$ cat src/rtl/trip_pkg.sv
package trip_pkg;
  localparam int STAT_W = 3;

  typedef struct packed {
    logic dir;
    logic cmp;
    logic id;
  } trip_stat_t;

  typedef enum logic [2:0] {
    S_IDLE,
    S_ID_REQ,
    S_ID_WAIT,
    S_CMP_REQ,
    S_CMP_WAIT,
    S_DECIDE,
    S_WR_REQ,
    S_WR_WAIT
  } trip_state_t;
endpackage

$ cat src/rtl/trip_decide.sv
module trip_decide
  import trip_pkg::*;
(
  input  logic       id_bit,
  input  logic       cmp_bit,
  input  logic       pref,
  output logic       err,
  output logic       dir,
  output trip_stat_t stat
);
  always_comb begin
    err = id_bit & cmp_bit;
    // one valid bit forces the branch, otherwise take the preference
    dir = (id_bit ^ cmp_bit) ? id_bit : pref;
    if (err) begin
      stat = '{dir: 1'b0, cmp: 1'b1, id: 1'b1};
    end else begin
      stat = '{dir: dir, cmp: cmp_bit, id: id_bit};
    end
  end
endmodule

$ cat src/rtl/trip_seq.sv
module trip_seq
  import trip_pkg::*;
(
  input  logic        clk,
  input  logic        rst_n,
  input  logic        start,
  input  logic        pref_in,
  input  logic        err,
  input  logic        dir,
  input  trip_stat_t  stat_next,
  output logic        id_q,
  output logic        cmp_q,
  output logic        pref_q,
  output logic        busy,
  output logic        done,
  output trip_stat_t  stat_q,
  output logic        req_valid,
  input  logic        req_ready,
  output logic        req_write,
  output logic        req_bit,
  input  logic        rsp_valid,
  output logic        rsp_ready,
  input  logic        rsp_bit
);
  trip_state_t st;

  always_ff @(posedge clk or negedge rst_n) begin
    if (!rst_n) begin
      st     <= S_IDLE;
      id_q   <= 1'b0;
      cmp_q  <= 1'b0;
      pref_q <= 1'b0;
      done   <= 1'b0;
      stat_q <= '0;
    end else begin
      done <= 1'b0;
      unique case (st)
        S_IDLE: if (start) begin
          pref_q <= pref_in;
          st     <= S_ID_REQ;
        end
        S_ID_REQ:   if (req_ready) st <= S_ID_WAIT;
        S_ID_WAIT:  if (rsp_valid) begin
          id_q <= rsp_bit;
          st   <= S_CMP_REQ;
        end
        S_CMP_REQ:  if (req_ready) st <= S_CMP_WAIT;
        S_CMP_WAIT: if (rsp_valid) begin
          cmp_q <= rsp_bit;
          st    <= S_DECIDE;
        end
        S_DECIDE: begin
          if (err) begin
            stat_q <= stat_next;
            done   <= 1'b1;
            st     <= S_IDLE;
          end else begin
            st <= S_WR_REQ;
          end
        end
        S_WR_REQ:   if (req_ready) st <= S_WR_WAIT;
        S_WR_WAIT:  if (rsp_valid) begin
          stat_q <= stat_next;
          done   <= 1'b1;
          st     <= S_IDLE;
        end
        default: st <= S_IDLE;
      endcase
    end
  end

  always_comb begin
    busy      = (st != S_IDLE);
    req_valid = (st == S_ID_REQ) || (st == S_CMP_REQ) || (st == S_WR_REQ);
    req_write = (st == S_WR_REQ);
    req_bit   = (st == S_WR_REQ) ? dir : 1'b1;
    rsp_ready = (st == S_ID_WAIT) || (st == S_CMP_WAIT) || (st == S_WR_WAIT);
  end
endmodule

$ cat src/rtl/rom_search_step.sv
module rom_search_step
  import trip_pkg::*;
(
  input  logic              clk,
  input  logic              rst_n,
  input  logic              start,
  input  logic              pref_dir,
  output logic              busy,
  output logic              done,
  output logic [STAT_W-1:0] status,
  output logic              slot_req_valid,
  input  logic              slot_req_ready,
  output logic              slot_req_write,
  output logic              slot_req_bit,
  input  logic              slot_rsp_valid,
  output logic              slot_rsp_ready,
  input  logic              slot_rsp_bit
);
  logic       id_q, cmp_q, pref_q, err, dir;
  trip_stat_t stat_next, stat_q;

  trip_decide u_decide (
    .id_bit (id_q),
    .cmp_bit(cmp_q),
    .pref   (pref_q),
    .err    (err),
    .dir    (dir),
    .stat   (stat_next)
  );

  trip_seq u_seq (
    .clk      (clk),
    .rst_n    (rst_n),
    .start    (start),
    .pref_in  (pref_dir),
    .err      (err),
    .dir      (dir),
    .stat_next(stat_next),
    .id_q     (id_q),
    .cmp_q    (cmp_q),
    .pref_q   (pref_q),
    .busy     (busy),
    .done     (done),
    .stat_q   (stat_q),
    .req_valid(slot_req_valid),
    .req_ready(slot_req_ready),
    .req_write(slot_req_write),
    .req_bit  (slot_req_bit),
    .rsp_valid(slot_rsp_valid),
    .rsp_ready(slot_rsp_ready),
    .rsp_bit  (slot_rsp_bit)
  );

  assign status = stat_q;
endmodule

$ cat config.mk
export PLATFORM = sky130hd
export DESIGN_NAME = rom_search_step
export DESIGN_NICKNAME = d
export VERILOG_FILES = /design/src/rtl/trip_pkg.sv /design/src/rtl/trip_decide.sv /design/src/rtl/trip_seq.sv /design/src/rtl/rom_search_step.sv
export SDC_FILE = /design/constraint.sdc
export NUM_CORES = 1
export LEC_CHECK = 0
export CAP_MARGIN = 20
export CORE_MARGIN = 10
export CORE_UTILIZATION = 45
export CTS_CLUSTER_DIAMETER = 40
export DETAILED_ROUTE_END_ITERATION = 8
export GPL_TIMING_DRIVEN = 0
export PLACE_DENSITY = 0.75
export SYNTH_ARGS = -nofsm -noshare
export SYNTH_HDL_FRONTEND = slang
export SYNTH_HIERARCHICAL = 1
export SYNTH_SLANG_ARGS = --single-unit
$ cat constraint.sdc
create_clock -name clk -period 2.9 [get_ports clk]
set_clock_uncertainty 0.05 [all_clocks]
set_input_delay 0.725 -clock clk [delete_from_list [all_inputs] [get_ports clk]]
set_output_delay 0.725 -clock clk [all_outputs]
set_load 0.05 [all_outputs]
* Word level (Yosys, flattened, before mapping)
Cells that the tools add are included.
** Cells by class
- Eq/ne operators :: 15
- Multiplexer cells :: 18
- Bitwise gates (word level) :: 2
- Reductions and logical operators :: 12
** Operators with widths (number)
- 3-bit two-way mux :: 11
- 3-bit one-hot mux with 8 select lines :: 1
- 2-bit inequality test, second input constant :: 8
- 3-bit == test, second input constant :: 4
- 7-bit AND reduction :: 1
- 3-bit by 2-bit == test with 1-bit output, second input constant :: 2
- 3-bit one-hot mux with 2 select lines :: 1
- 2-bit AND reduction :: 3
- 1-bit logical OR :: 4
- 1-bit two-way mux :: 4
- 3-bit by 1-bit == test with 1-bit output, second input constant :: 1
- 3-bit zero test :: 1
- 3-bit AND reduction :: 1
- 3-bit nonzero test :: 1
- 1-bit one-hot mux with 2 select lines :: 1
- 2-bit nonzero test :: 1
- 1-bit bitwise AND :: 1
- 1-bit XOR :: 1
** Storage, ports and cells
- Flip-flop bits (word level) :: 10
- Input port bits :: 7
- Output and inout bits :: 9
- Logic and storage cells :: 55

* Logic depth before layout (Yosys ltp)
- Depth in word-level cells :: 5
- Depth in mapped cells :: 4
- Depth with buffers taken out :: 4

* Hierarchy
Netlist, hierarchy kept.
** Modules (own cells, without submodules)
- trip_seq :: instances 1, cells each 49, area an instance 545.5 sq um, seq. area each 250.2 sq um
- trip_decide :: instances 1, cells each 5, area an instance 53.8 sq um, seq. area each 0.0 sq um

* Worst setup path before layout
OpenSTA, ideal clock, no wires.
- Kind :: reg-to-output
- Start :: register u_seq.st[1]
- End :: output slot_req_valid
- Data arrival time :: 1606 ps
- Required time :: 2125 ps
- Path slack :: 519 ps
- Cell stages (with the launch flop) :: 5
- Path buffers :: 1
- Path through :: dfrtp_1 -> buf_4 -> nand2_1 -> nor2_1 -> a21o_2
** Between the ends
- Elaborated cells between the ends (all ways) :: 5
- Classes of those cells :: eq/ne (3); reduce/logical (2)
** RTL lines
- from (decl) :: line trip_seq.sv:25 : trip_state_t st;
- from (signal assigned) :: line trip_seq.sv:29 : st <= S_IDLE;
- from (signal assigned) :: line trip_seq.sv:40 : st <= S_ID_REQ;
- from (signal assigned) :: line trip_seq.sv:42 : S_ID_REQ: if (req_ready) st <= S_ID_WAIT;
- 3-bit == test
- named net slot_req_write :: line rom_search_step.sv:13 : output logic slot_req_write,
- 1-bit logical OR :: line trip_seq.sv:74 : req_valid = (st == S_ID_REQ) || (st == S_CMP_REQ) || (st == S_WR_REQ);
- to (decl) :: line rom_search_step.sv:11 : output logic slot_req_valid,
The timed path passes the listed nets, and every way through them passes these cells.

* Worst setup path after layout
- Start :: register u_seq.st[1]
- End :: output slot_req_valid
** Between the ends
- Cells in the longest elaborated chain, start to end :: 3
- Elaborated cells between the ends (all ways) :: 5
- Classes of those cells :: eq/ne (3); reduce/logical (2)
** RTL lines (line)
- 3-bit by 1-bit == test with 1-bit output or 3-bit by 2-bit == test with 1-bit output (tied branches) :: trip_seq.sv:74
- 1-bit logical OR :: trip_seq.sv:74
- 1-bit logical OR (*) :: trip_seq.sv:74
Mark *: on every way between the ends. The rest lies on a longest branch, timed or not.

==> impl_summary.md <==
Yosys
After synthesis, the netlist uses 27 different library cells. The synthesized design contains 0 enable-type register cells. After synthesis, the cell types taking the most area are dfrtp_1, mux2_2, mux2_4. The share of Yosys cell area claimed by the top area cell type is 41.75%. The primary flip-flop cell chosen by synthesis mapping is dfrtp_1.

The share of the Yosys chip area taken by registers is 41.75%. The instance count of the mapped netlist is 54. The library cell with the largest summed area after synthesis is dfrtp_1. The count of yosys warnings during synthesis is 6. The area of the mapped netlist is 599.3 um2.

The commonest cells after synthesis are dfrtp_1, mux2_2, inv_1, nand2_1. The synthesis-stage register bit count is 10. Dividing the synthesized area by the synthesized cell count gives 11.10 um2. Of all flip-flops after synthesis, the portion carrying an async set or reset was 100.0%. The library cell with the highest instance count after synthesis is dfrtp_1. The post-synthesis net count is 62.

Floorplanning
The initial utilization of the core area, before any placement, comes to 46.64%. The floorplan step defined a die boundary enclosing 3192 um2. The number of rows created at floorplan is 13. 16 I/O pins were placed. The overall die height is 56.50 um. The die is 56.50 um wide. The area of the core region is 1285 um2.

Clock network
The worst-skew pair later-pin latency is 260 ps. The clock transition time at the flip-flop clock pins of the worst setup and hold paths is 70 ps. CTS built an H-tree with a depth of 1. The tree built by TritonCTS fans out to 10 sinks. Gates resized during post-CTS repair numbered 3.

CTS placed an instance of clkbuf_4 at the clock tree root. The number of buffers created by CTS is 3. For this design, the CTS-stage hold fixing added 0 buffers.

The post-CTS setup buffer count is 0. The clock passes through at most 2 buffers. The CTS tree is done.

Timing
The count of endpoints failing hold in the final timing report is 0. Setup repair after global routing left no endpoint under its margin. The timing-limited maximum frequency is 362.2 MHz. The slew at the pin with the worst max-slew slack is 509.0 ps. Setup violations remaining at the end of the flow were counted as 0. The relative max-transition margin is 65.96%.

Summed over all failing endpoints, the final setup total negative slack is 0 ps. The final period utilization is 95.22%. After layout, the minimum clock period comes to 2761 ps. The number of pins with negative max-slew slack in the final report was 0.

Detailed routing
The first TritonRoute pass finished after 4 iterations. The count of routing violations after the opening detailed-route iteration is 4. The via count of the routed design is 473. The count of nets left with antenna violations once routing finished came out at 0. The wire length per cell is 14.88 um. After detailed routing, the total wire length is 1309 um. After detailed routing, the number of remaining DRC violations is 0. Using the TritonRoute via totals, the vias-per-cell ratio works out to 5.375.

Setup path
In this run the worst path has a maximum fanout of 10. The worst setup path is captured at a primary output. For the worst setup path, the data arrival time is 1990 ps. The kind of launch point of the worst setup path is a register. The worst reg-to-reg path cell count is 4. The required time at the endpoint of the critical path is 2120 ps. The category of the critical setup timing path is reg2out.

GRT
The number of antenna violations at the first check in global routing is 0. Global routing consumed, on the met1 layer, 9.149% of the routing resources. The met2 global-route usage is 13.64%.

For this run, the total global-route usage over all layers was measured as 8.886%. For this run, global-route usage on met3 was measured as 4.494%. Entering global routing, the biggest net connects 11 pins. The most utilized layer in the global route result is met2. For this run the aggregate overflow at the end of global routing stands at 0.

The via count of the first global-routing pass is 471. The wire length of the first global-routing pass is 2235 um.

Finish
The filler cell count in the final layout is 131. The post-layout net count is 82. The number of antenna diodes in the final layout is 0. The fraction of final layout cells with drive strength greater than 1 is 30.14%. The layout overhead on the synthesized area is 33.40%.

Flow run
The number of maximum-capacitance violations is 0.

Place
The count of buffers added on input and output ports is 15. The half-perimeter wire length of the detailed placement result is 957.7 um. The placer congestion estimate is 0.8442.

Outcome
The run finished with clean final reports.

Worst hold path
The path class of the lowest-slack min-delay path is reg2reg. The number of instances on the worst hold path is 1.
through the flow:
| stage | hold WS (ps) | worst slack [ps] | cell area (um2) | cells | utilization (%) |
|---|---|---|---|---|---|
| 2_1_floorplan | 379.4 | 518.7 | 599.3 | 54 | - |
| 3_3_place_gp | 440.2 | -27.78 | 768.2 | 84 | 59.79 |
| 3_5_place_dp | 445.5 | -37.09 | 768.2 | 84 | 59.79 |
| 4_1_cts | 460.8 | 37.59 | 805.8 | 88 | 62.71 |
| 5_1_grt | 479.5 | 25.43 | 799.5 | 88 | 62.22 |
| 6_report | 457.6 | 138.7 | 799.5 | 88 | 62.22 |
logic make-up after synthesis:
group           synth area share, %
buf+inv                       7.515
fa+ha+maj                     2.087
compound gates                11.48
xor+xnor                      1.462
mux                           17.74
flops                         41.75
simple gates                  17.96
routing by layer:
layer  vias to the layer above  wire [um]
met4                         0         31
met5                         -          0
met2                        16        602
met1                       220        559
met3                         6        115
li1                        231          -
state kept, by name, summed over array words and instances, names as in the netlist:
| register | count |
|---|---|
| u_seq/cmp_q | 1 |
| u_seq/done | 1 |
| u_seq/id_q | 1 |
| u_seq/pref_q | 1 |
| u_seq/st | 3 |
| u_seq/stat_q | 3 |
critical path: stages (launching register included):
cell	delay [ps]
dfrtp_1	390
buf_4	190
nand2_1	90
nor2_1	140
a21o_2	110
clkdlybuf4s50_1	790
final cells by class:
type / instances / area, um2 / share of cell area [%]
timing repair buffer: 15 / 145.1 / 18.15
multi-input combinational: 37 / 304.0 / 38.03
sequential: 10 / 250.2 / 31.30
buffer: 3 / 30.03 / 3.756
inverter: 4 / 15.01 / 1.878
clock buffer: 4 / 36.28 / 4.538
tap: 15 / 18.77 / 2.347
final timing paths:
path                                   endpoint       startpoint  slack (ps)
worst max-delay path             slot_req_valid      u_seq/st[1]         140
worst max register to register  u_seq/stat_q[1]       u_seq/id_q        1290
worst min-delay path            u_seq/stat_q[2]  u_seq/stat_q[2]         460
worst min register to register  u_seq/stat_q[2]  u_seq/stat_q[2]         460
min in group asynchronous       u_seq/stat_q[2]            rst_n         720
max in group asynchronous          u_seq/pref_q            rst_n        1770
cell usage in the layout (no fill, tap or decap), drive strengths merged:
cell | Yosys | routed
o2111ai | 1 | 1
or2 | 2 | 2
or2b | 1 | 1
a21o | 1 | 1
o22ai | 1 | 1
clkbuf | 0 | 4
nor3 | 3 | 3
nand2 | 4 | 4
a311oi | 1 | 1
nor2b | 1 | 1
dfrtp | 10 | 10
mux2i | 2 | 2
or3 | 1 | 1
clkdlybuf4s50 | 0 | 14
buf | 3 | 4
inv | 4 | 4
o31ai | 1 | 1
a21oi | 2 | 2
o21ai | 2 | 2
nor2 | 2 | 2
a22o | 1 | 1
or4 | 1 | 1
xor2 | 1 | 1
mux2 | 7 | 7
ha | 1 | 1
and4 | 1 | 1
Power is not shown: default switching activity piles up to over one toggle a cycle in this logic, so the estimate is an artifact.
